$ cat src/rtl/route_pkg.sv
// Shared definitions for the broadcast output routing selector.
// Assumes one source code per channel, decoded downstream by the switches.
package route_pkg;
    localparam int SRC_W = 3;
    localparam int N_CH  = 4;
    localparam int SEL_W = 2;

    typedef enum logic [SRC_W-1:0] {
        SRC_MUTE  = 3'd0,
        SRC_MAIN  = 3'd1,
        SRC_SUB   = 3'd2,
        SRC_LEFT  = 3'd3,
        SRC_RIGHT = 3'd4,
        SRC_SUM   = 3'd5,
        SRC_AUX   = 3'd6,
        SRC_TEST  = 3'd7
    } src_e;
endpackage

$ cat src/rtl/route_mode_decode.sv
// Broadcast routing decoder: maps detected mode, forced mono and programme
// selection to a left/right source pair. Purely combinational.
// Assumes bilingual detection has priority over stereo detection.
module route_mode_decode
    import route_pkg::*;
(
    input  logic             det_stereo,
    input  logic             det_bilingual,
    input  logic             force_mono,
    input  logic [SEL_W-1:0] prog_sel,
    output src_e             tv_l,
    output src_e             tv_r
);
    // Pick the broadcast routing for the current mode.
    always_comb begin
        tv_l = SRC_MAIN;
        tv_r = SRC_MAIN;
        if (det_bilingual) begin
            unique case (prog_sel)
                2'b00:   begin tv_l = SRC_MAIN; tv_r = SRC_MAIN; end
                2'b01:   begin tv_l = SRC_SUB;  tv_r = SRC_SUB;  end
                default: begin tv_l = SRC_MAIN; tv_r = SRC_SUB;  end
            endcase
        end else if (det_stereo) begin
            if (force_mono) begin
                tv_l = SRC_SUM;
                tv_r = SRC_SUM;
            end else begin
                tv_l = SRC_LEFT;
                tv_r = SRC_RIGHT;
            end
        end
    end

    // Guard the decoder's mode separation.
    always_comb begin
        a_r6_bil_only_main_sub: assert (!det_bilingual ||
            ((tv_l == SRC_MAIN) && (tv_r inside {SRC_MAIN, SRC_SUB})) ||
            ((tv_l == SRC_SUB) && (tv_r == SRC_SUB)));
        a_r3_mono_main: assert (det_bilingual || det_stereo ||
            ((tv_l == SRC_MAIN) && (tv_r == SRC_MAIN)));
        a_r4_sum_pair: assert (!(det_stereo && !det_bilingual && force_mono) ||
            ((tv_l == SRC_SUM) && (tv_r == SRC_SUM)));
    end
endmodule

$ cat src/rtl/route_pair_gate.sv
// Per-pair gating: applies the pair's mute, then its override, then falls
// back to the broadcast routing. OVR_IS_TEST picks the override code
// (test for the line pair, auxiliary for the speaker pair).
module route_pair_gate
    import route_pkg::*;
#(
    parameter bit OVR_IS_TEST = 1'b1
) (
    input  logic unmute,
    input  logic override_req,
    input  src_e base_l,
    input  src_e base_r,
    output src_e pair_l,
    output src_e pair_r
);
    src_e ovr_l;
    src_e ovr_r;

    generate
        if (OVR_IS_TEST) begin : g_test
            assign ovr_l = SRC_TEST;
            assign ovr_r = SRC_TEST;
        end else begin : g_aux
            assign ovr_l = SRC_AUX;
            assign ovr_r = SRC_AUX;
        end
    endgenerate

    // Resolve mute > override > broadcast routing.
    always_comb begin
        if (!unmute) begin
            pair_l = SRC_MUTE;
            pair_r = SRC_MUTE;
        end else if (override_req) begin
            pair_l = ovr_l;
            pair_r = ovr_r;
        end else begin
            pair_l = base_l;
            pair_r = base_r;
        end
    end

    // Guard that a muted pair is silent on both channels.
    always_comb begin
        a_r1_pair_mute_silent: assert (unmute ||
            ((pair_l == SRC_MUTE) && (pair_r == SRC_MUTE)));
    end
endmodule

$ cat src/rtl/route_out_reg.sv
// Output register bank: one register per channel code, synchronous
// active-low reset to mute. Assumes codes are packed channel-major.
module route_out_reg #(
    parameter int N   = 4,
    parameter int W   = 3,
    localparam int TW = N * W
) (
    input  logic          clk,
    input  logic          rst_n,
    input  logic [TW-1:0] d,
    output logic [TW-1:0] q
);
    genvar ch;
    generate
        for (ch = 0; ch < N; ch++) begin : g_ch
            // Hold one channel's code, cleared to mute in reset.
            always_ff @(posedge clk) begin
                if (!rst_n) q[ch*W +: W] <= '0;
                else        q[ch*W +: W] <= d[ch*W +: W];
            end
        end
    endgenerate
endmodule

$ cat src/rtl/route_select.sv
// Top of the broadcast output routing selector: decodes broadcast routing,
// gates it per output pair and registers the four channel codes.
// Assumes all inputs are synchronous to clk.
module route_select
    import route_pkg::*;
(
    input  logic             clk,
    input  logic             rst_n,
    input  logic             det_stereo,
    input  logic             det_bilingual,
    input  logic             force_mono,
    input  logic [SEL_W-1:0] prog_sel,
    input  logic             line_unmute,
    input  logic             spk_unmute,
    input  logic             aux_select,
    input  logic             test_mode,
    output logic [SRC_W-1:0] line_l_src,
    output logic [SRC_W-1:0] line_r_src,
    output logic [SRC_W-1:0] spk_l_src,
    output logic [SRC_W-1:0] spk_r_src
);
    localparam int TW = N_CH * SRC_W;

    src_e tv_l, tv_r;
    src_e ln_l, ln_r, sp_l, sp_r;
    logic [TW-1:0] next_codes;
    logic [TW-1:0] reg_codes;

    route_mode_decode u_decode (
        .det_stereo   (det_stereo),
        .det_bilingual(det_bilingual),
        .force_mono   (force_mono),
        .prog_sel     (prog_sel),
        .tv_l         (tv_l),
        .tv_r         (tv_r)
    );

    route_pair_gate #(.OVR_IS_TEST(1'b1)) u_line_gate (
        .unmute      (line_unmute),
        .override_req(test_mode),
        .base_l      (tv_l),
        .base_r      (tv_r),
        .pair_l      (ln_l),
        .pair_r      (ln_r)
    );

    route_pair_gate #(.OVR_IS_TEST(1'b0)) u_spk_gate (
        .unmute      (spk_unmute),
        .override_req(aux_select),
        .base_l      (tv_l),
        .base_r      (tv_r),
        .pair_l      (sp_l),
        .pair_r      (sp_r)
    );

    // Pack channel codes: speaker right in the top slot, line left at the bottom.
    always_comb begin
        next_codes = {sp_r, sp_l, ln_r, ln_l};
    end

    route_out_reg #(.N(N_CH), .W(SRC_W)) u_regs (
        .clk  (clk),
        .rst_n(rst_n),
        .d    (next_codes),
        .q    (reg_codes)
    );

    assign line_l_src = reg_codes[0*SRC_W +: SRC_W];
    assign line_r_src = reg_codes[1*SRC_W +: SRC_W];
    assign spk_l_src  = reg_codes[2*SRC_W +: SRC_W];
    assign spk_r_src  = reg_codes[3*SRC_W +: SRC_W];

    // reset leaves every code at mute.
    a_r9_reset_mute: assert property (@(posedge clk)
        !$past(rst_n) |-> (line_l_src == 3'd0 && line_r_src == 3'd0 &&
                           spk_l_src == 3'd0 && spk_r_src == 3'd0));

    // a muted line pair is silent on the next cycle.
    a_r1_line_mute: assert property (@(posedge clk) disable iff (!rst_n)
        ($past(rst_n) && !$past(line_unmute)) |->
            (line_l_src == 3'd0 && line_r_src == 3'd0));

    // a muted speaker pair is silent on the next cycle.
    a_r2_spk_mute: assert property (@(posedge clk) disable iff (!rst_n)
        ($past(rst_n) && !$past(spk_unmute)) |->
            (spk_l_src == 3'd0 && spk_r_src == 3'd0));

    // an unmuted speaker pair with the auxiliary request carries auxiliary.
    a_r7_spk_aux: assert property (@(posedge clk) disable iff (!rst_n)
        ($past(rst_n) && $past(spk_unmute) && $past(aux_select)) |->
            (spk_l_src == 3'd6 && spk_r_src == 3'd6));

    // an unmuted line pair in test carries the test code on both channels.
    a_r8_line_test: assert property (@(posedge clk) disable iff (!rst_n)
        ($past(rst_n) && $past(line_unmute) && $past(test_mode)) |->
            (line_l_src == 3'd7 && line_r_src == 3'd7));

    // with inputs held, the codes hold.
    a_r10_hold: assert property (@(posedge clk) disable iff (!rst_n)
        ($past(rst_n) && $stable(det_stereo) && $stable(det_bilingual) &&
         $stable(force_mono) && $stable(prog_sel) && $stable(line_unmute) &&
         $stable(spk_unmute) && $stable(aux_select) && $stable(test_mode))
        |=> ($stable(line_l_src) && $stable(line_r_src) &&
             $stable(spk_l_src) && $stable(spk_r_src)));
endmodule

$ cat config.mk
export PLATFORM = sky130hd
export DESIGN_NAME = route_select
export DESIGN_NICKNAME = d
export VERILOG_FILES = /design/src/rtl/route_pkg.sv /design/src/rtl/route_mode_decode.sv /design/src/rtl/route_pair_gate.sv /design/src/rtl/route_out_reg.sv /design/src/rtl/route_select.sv
export SDC_FILE = /design/constraint.sdc
export NUM_CORES = 1
export LEC_CHECK = 0
export BUFFER_PORTS_ARGS = -buffer_cell sky130_fd_sc_hd__buf_2
export CELL_PAD_IN_SITES_DETAIL_PLACEMENT = 1
export CELL_PAD_IN_SITES_GLOBAL_PLACEMENT = 1
export CORE_MARGIN = 3
export CORE_UTILIZATION = 27
export DETAILED_ROUTE_END_ITERATION = 6
export PLACE_DENSITY_LB_ADDON = 0.25
export SLEW_MARGIN = 20
export SYNTH_ARGS = -nofsm -noshare
export SYNTH_HDL_FRONTEND = slang
export SYNTH_SLANG_ARGS = --single-unit
$ cat constraint.sdc
create_clock -name clk -period 0.9 [get_ports clk]
set_clock_uncertainty 0.15 [all_clocks]
set_input_delay 0.09 -clock clk [delete_from_list [all_inputs] [get_ports clk]]
set_output_delay 0.09 -clock clk [all_outputs]
set_load 0.005 [all_outputs]
==> impl_metrics.tcl <==
set metrics [dict create \
    fin_ws_ns -0.0466 \
    gp_congestion 0.723 \
    critPathMaxFanout 1 \
    fp.dieArea_um2 1910 \
    final_cell_mix "buf_2, dfxtp_1, a21oi_1" \
    rsz0062_at_grt "yes" \
    core.rowCount 12 \
    cts_tree "yes" \
    hold_slack_ns -0.0868 \
    endpoint_kind "output pin" \
    io_buffers 22 \
    largest_reg_flops 12 \
    n_antenna_cell 0 \
    power_density_nw_per_um2 1960 \
    finalMaxSlewViolations 0 \
    crit_slowest_cell "dfxtp_2" \
    yosysWarnings 0 \
    synth_top_cell_by_area "dfxtp_1" \
    overflow 0 \
    max-vdd-ir-drop_mv 0.845 \
    reg_top3 "u_regs.q: 12 flops" \
    path_buf_inv 1 \
    path_class "register to output pin" \
    die_w_um 43.7 \
    gr-usage-met3 0.0788 \
    vias 363 \
    violations "negative hold slack, negative setup slack" \
    ys_seq_area_frac 0.625 \
    ctsHoldBuffers 1 \
    cts_buffers 3 \
    final_nets 76 \
    hold_end "u_regs.q[6]" \
    antenna_found_initial 0 \
    wl_mm 1.02 \
    period_needed_ns 0.947 \
    grtUsageMet1 0.117 \
    ys_ff_latch 12 \
    setup_viol 12 \
    instances_no_fill 78 \
    path_clk_slew_ns 0.07 \
    ant_nets 0 \
    cts_sinks 12 \
    cap_violations 0 \
    design_area_um2 571 \
    met2_usage 0.209 \
    fmax_ghz 1.06 \
    hold_class "input pin to register" \
    synthTopCellsByArea "dfxtp_1, a21oi_1, o21ba_1, nor2_1, nand2b_4" \
    period_share 1.05 \
    p_leak_nw 0.302 \
    outcome "finished, violations left" \
    path_delay_family "flip-flops" \
    pre_cts_ws_ns -0.0263 \
    clockRootBuffer "clkbuf_4" \
    syn-cell-area_um2 384 \
    syn_to_final_growth_pct 48.5 \
    place_inst 74 \
    via_per_inst 4.65 \
    hold_depth 2 \
    syn_nets 48 \
    slew_headroom 0.854 \
    synthCells 37 \
    layout_commonest_cell "buf_2" \
    path_depth 1 \
    final_hold_viol_count 12 \
    grt_max_degree 8 \
    grt_usage 0.126 \
    ys_types 13 \
    placed_cell_area_um2 519 \
    fp.coreArea_um2 1220 \
    hp-start "aux_select" \
    synth.top_cell.area_share 0.625 \
    h-tree-depth 1 \
    drt_iter0_drc 0 \
    die-height_um 43.7 \
    syn_avg_cell_area_um2 10.4 \
    grt_pass1_vias 387 \
    drive_above_1_share 0.531 \
    grt_pass1_wl_mm 1.63 \
    cts_max_path_buffers 2 \
    max_stage_delay_ns 0.32 \
    start_util 0.316 \
    dpl.hpwl_um 789 \
    busiest_layer "met2" \
    crit_required_ns 0.66 \
    drc 0 \
    cp_data_arrival_time_ns 0.71 \
    wl_per_cell_um 13.0 \
    start_kind "register" \
    ios 23 \
    worstMarginPinSlew_ns 0.218 \
    crit_chain "buf_2" \
    regMostFlops "u_regs.q" \
    drt_first_pass_iters 1 \
]
==> worst max-delay path by stage <==
stage	end	startpoint	slack (ns)
after detailed placement	u_regs.q[9]	prog_sel[1]	-0.03
after global placement	u_regs.q[3]	det_bilingual	0.01
after floorplan	u_regs.q[3]	det_bilingual	0.20
after CTS	line_r_src[2]	u_regs.q[5]	-0.07
after global routing	line_r_src[2]	u_regs.q[5]	-0.08
final	line_r_src[2]	u_regs.q[5]	-0.05
==> routing by layer <==
layer	share of wire	routed length, um
met5	0	0
met4	0.025	25
met3	0.095	97
met2	0.50	506
met1	0.38	387
==> power breakdown <==
part,switching [mW],internal [mW]
clock,0.182,0.246
combinational,0.0628,0.0615
sequential,0.00615,0.558
total,0.251,0.866
==> cells in the mapped netlist <==
cell type,number
nor3b_1,1
nand2b_4,1
a21oi_1,7
nand2_1,2
inv_1,2
o21ai_1,2
nor2b_1,1
o21ba_1,2
o21ai_2,1
nor3_1,1
nor2_1,4
nand3b_1,1
dfxtp_1,12
==> per-stage QoR <==
step	total power [mW]	util	setup TNS, ns
6_report	1.12	0.469	-0.367
5_1_grt	1.18	0.469	-0.768
4_1_cts	1.14	0.466	-0.558
3_5_place_dp	0.696	0.427	-0.0263
3_3_place_gp	0.692	0.427	0
2_1_floorplan	0.624	-	0
==> cells by family after synthesis <==
group,count (synthesis),synth area share
AOI/OAI and AO/OA,12,0.192
and+or+nand+nor,11,0.163
buffers and inverters,2,0.0196
DFF,12,0.625
==> area by class of cell <==
class,instances,area (um2)
multi-input combinational,23,140
sequential,12,245
inverter,2,7.51
clock buffer,4,36.3
timing repair buffer,23,124
tap,14,17.5
fill,157,646
==> repair_timing <==
| item | 4_1_cts | 5_1_grt |
|---|---|---|
| resized for setup | 1 | 5 |
| cloned | 0 | 0 |
| hold endpoints to repair | 12 | 11 |
| setup buffers | 0 | 0 |
| endpoints found under the setup margin | 12 | 14 |
No activity file was read; power rests on OpenSTA's default activity.
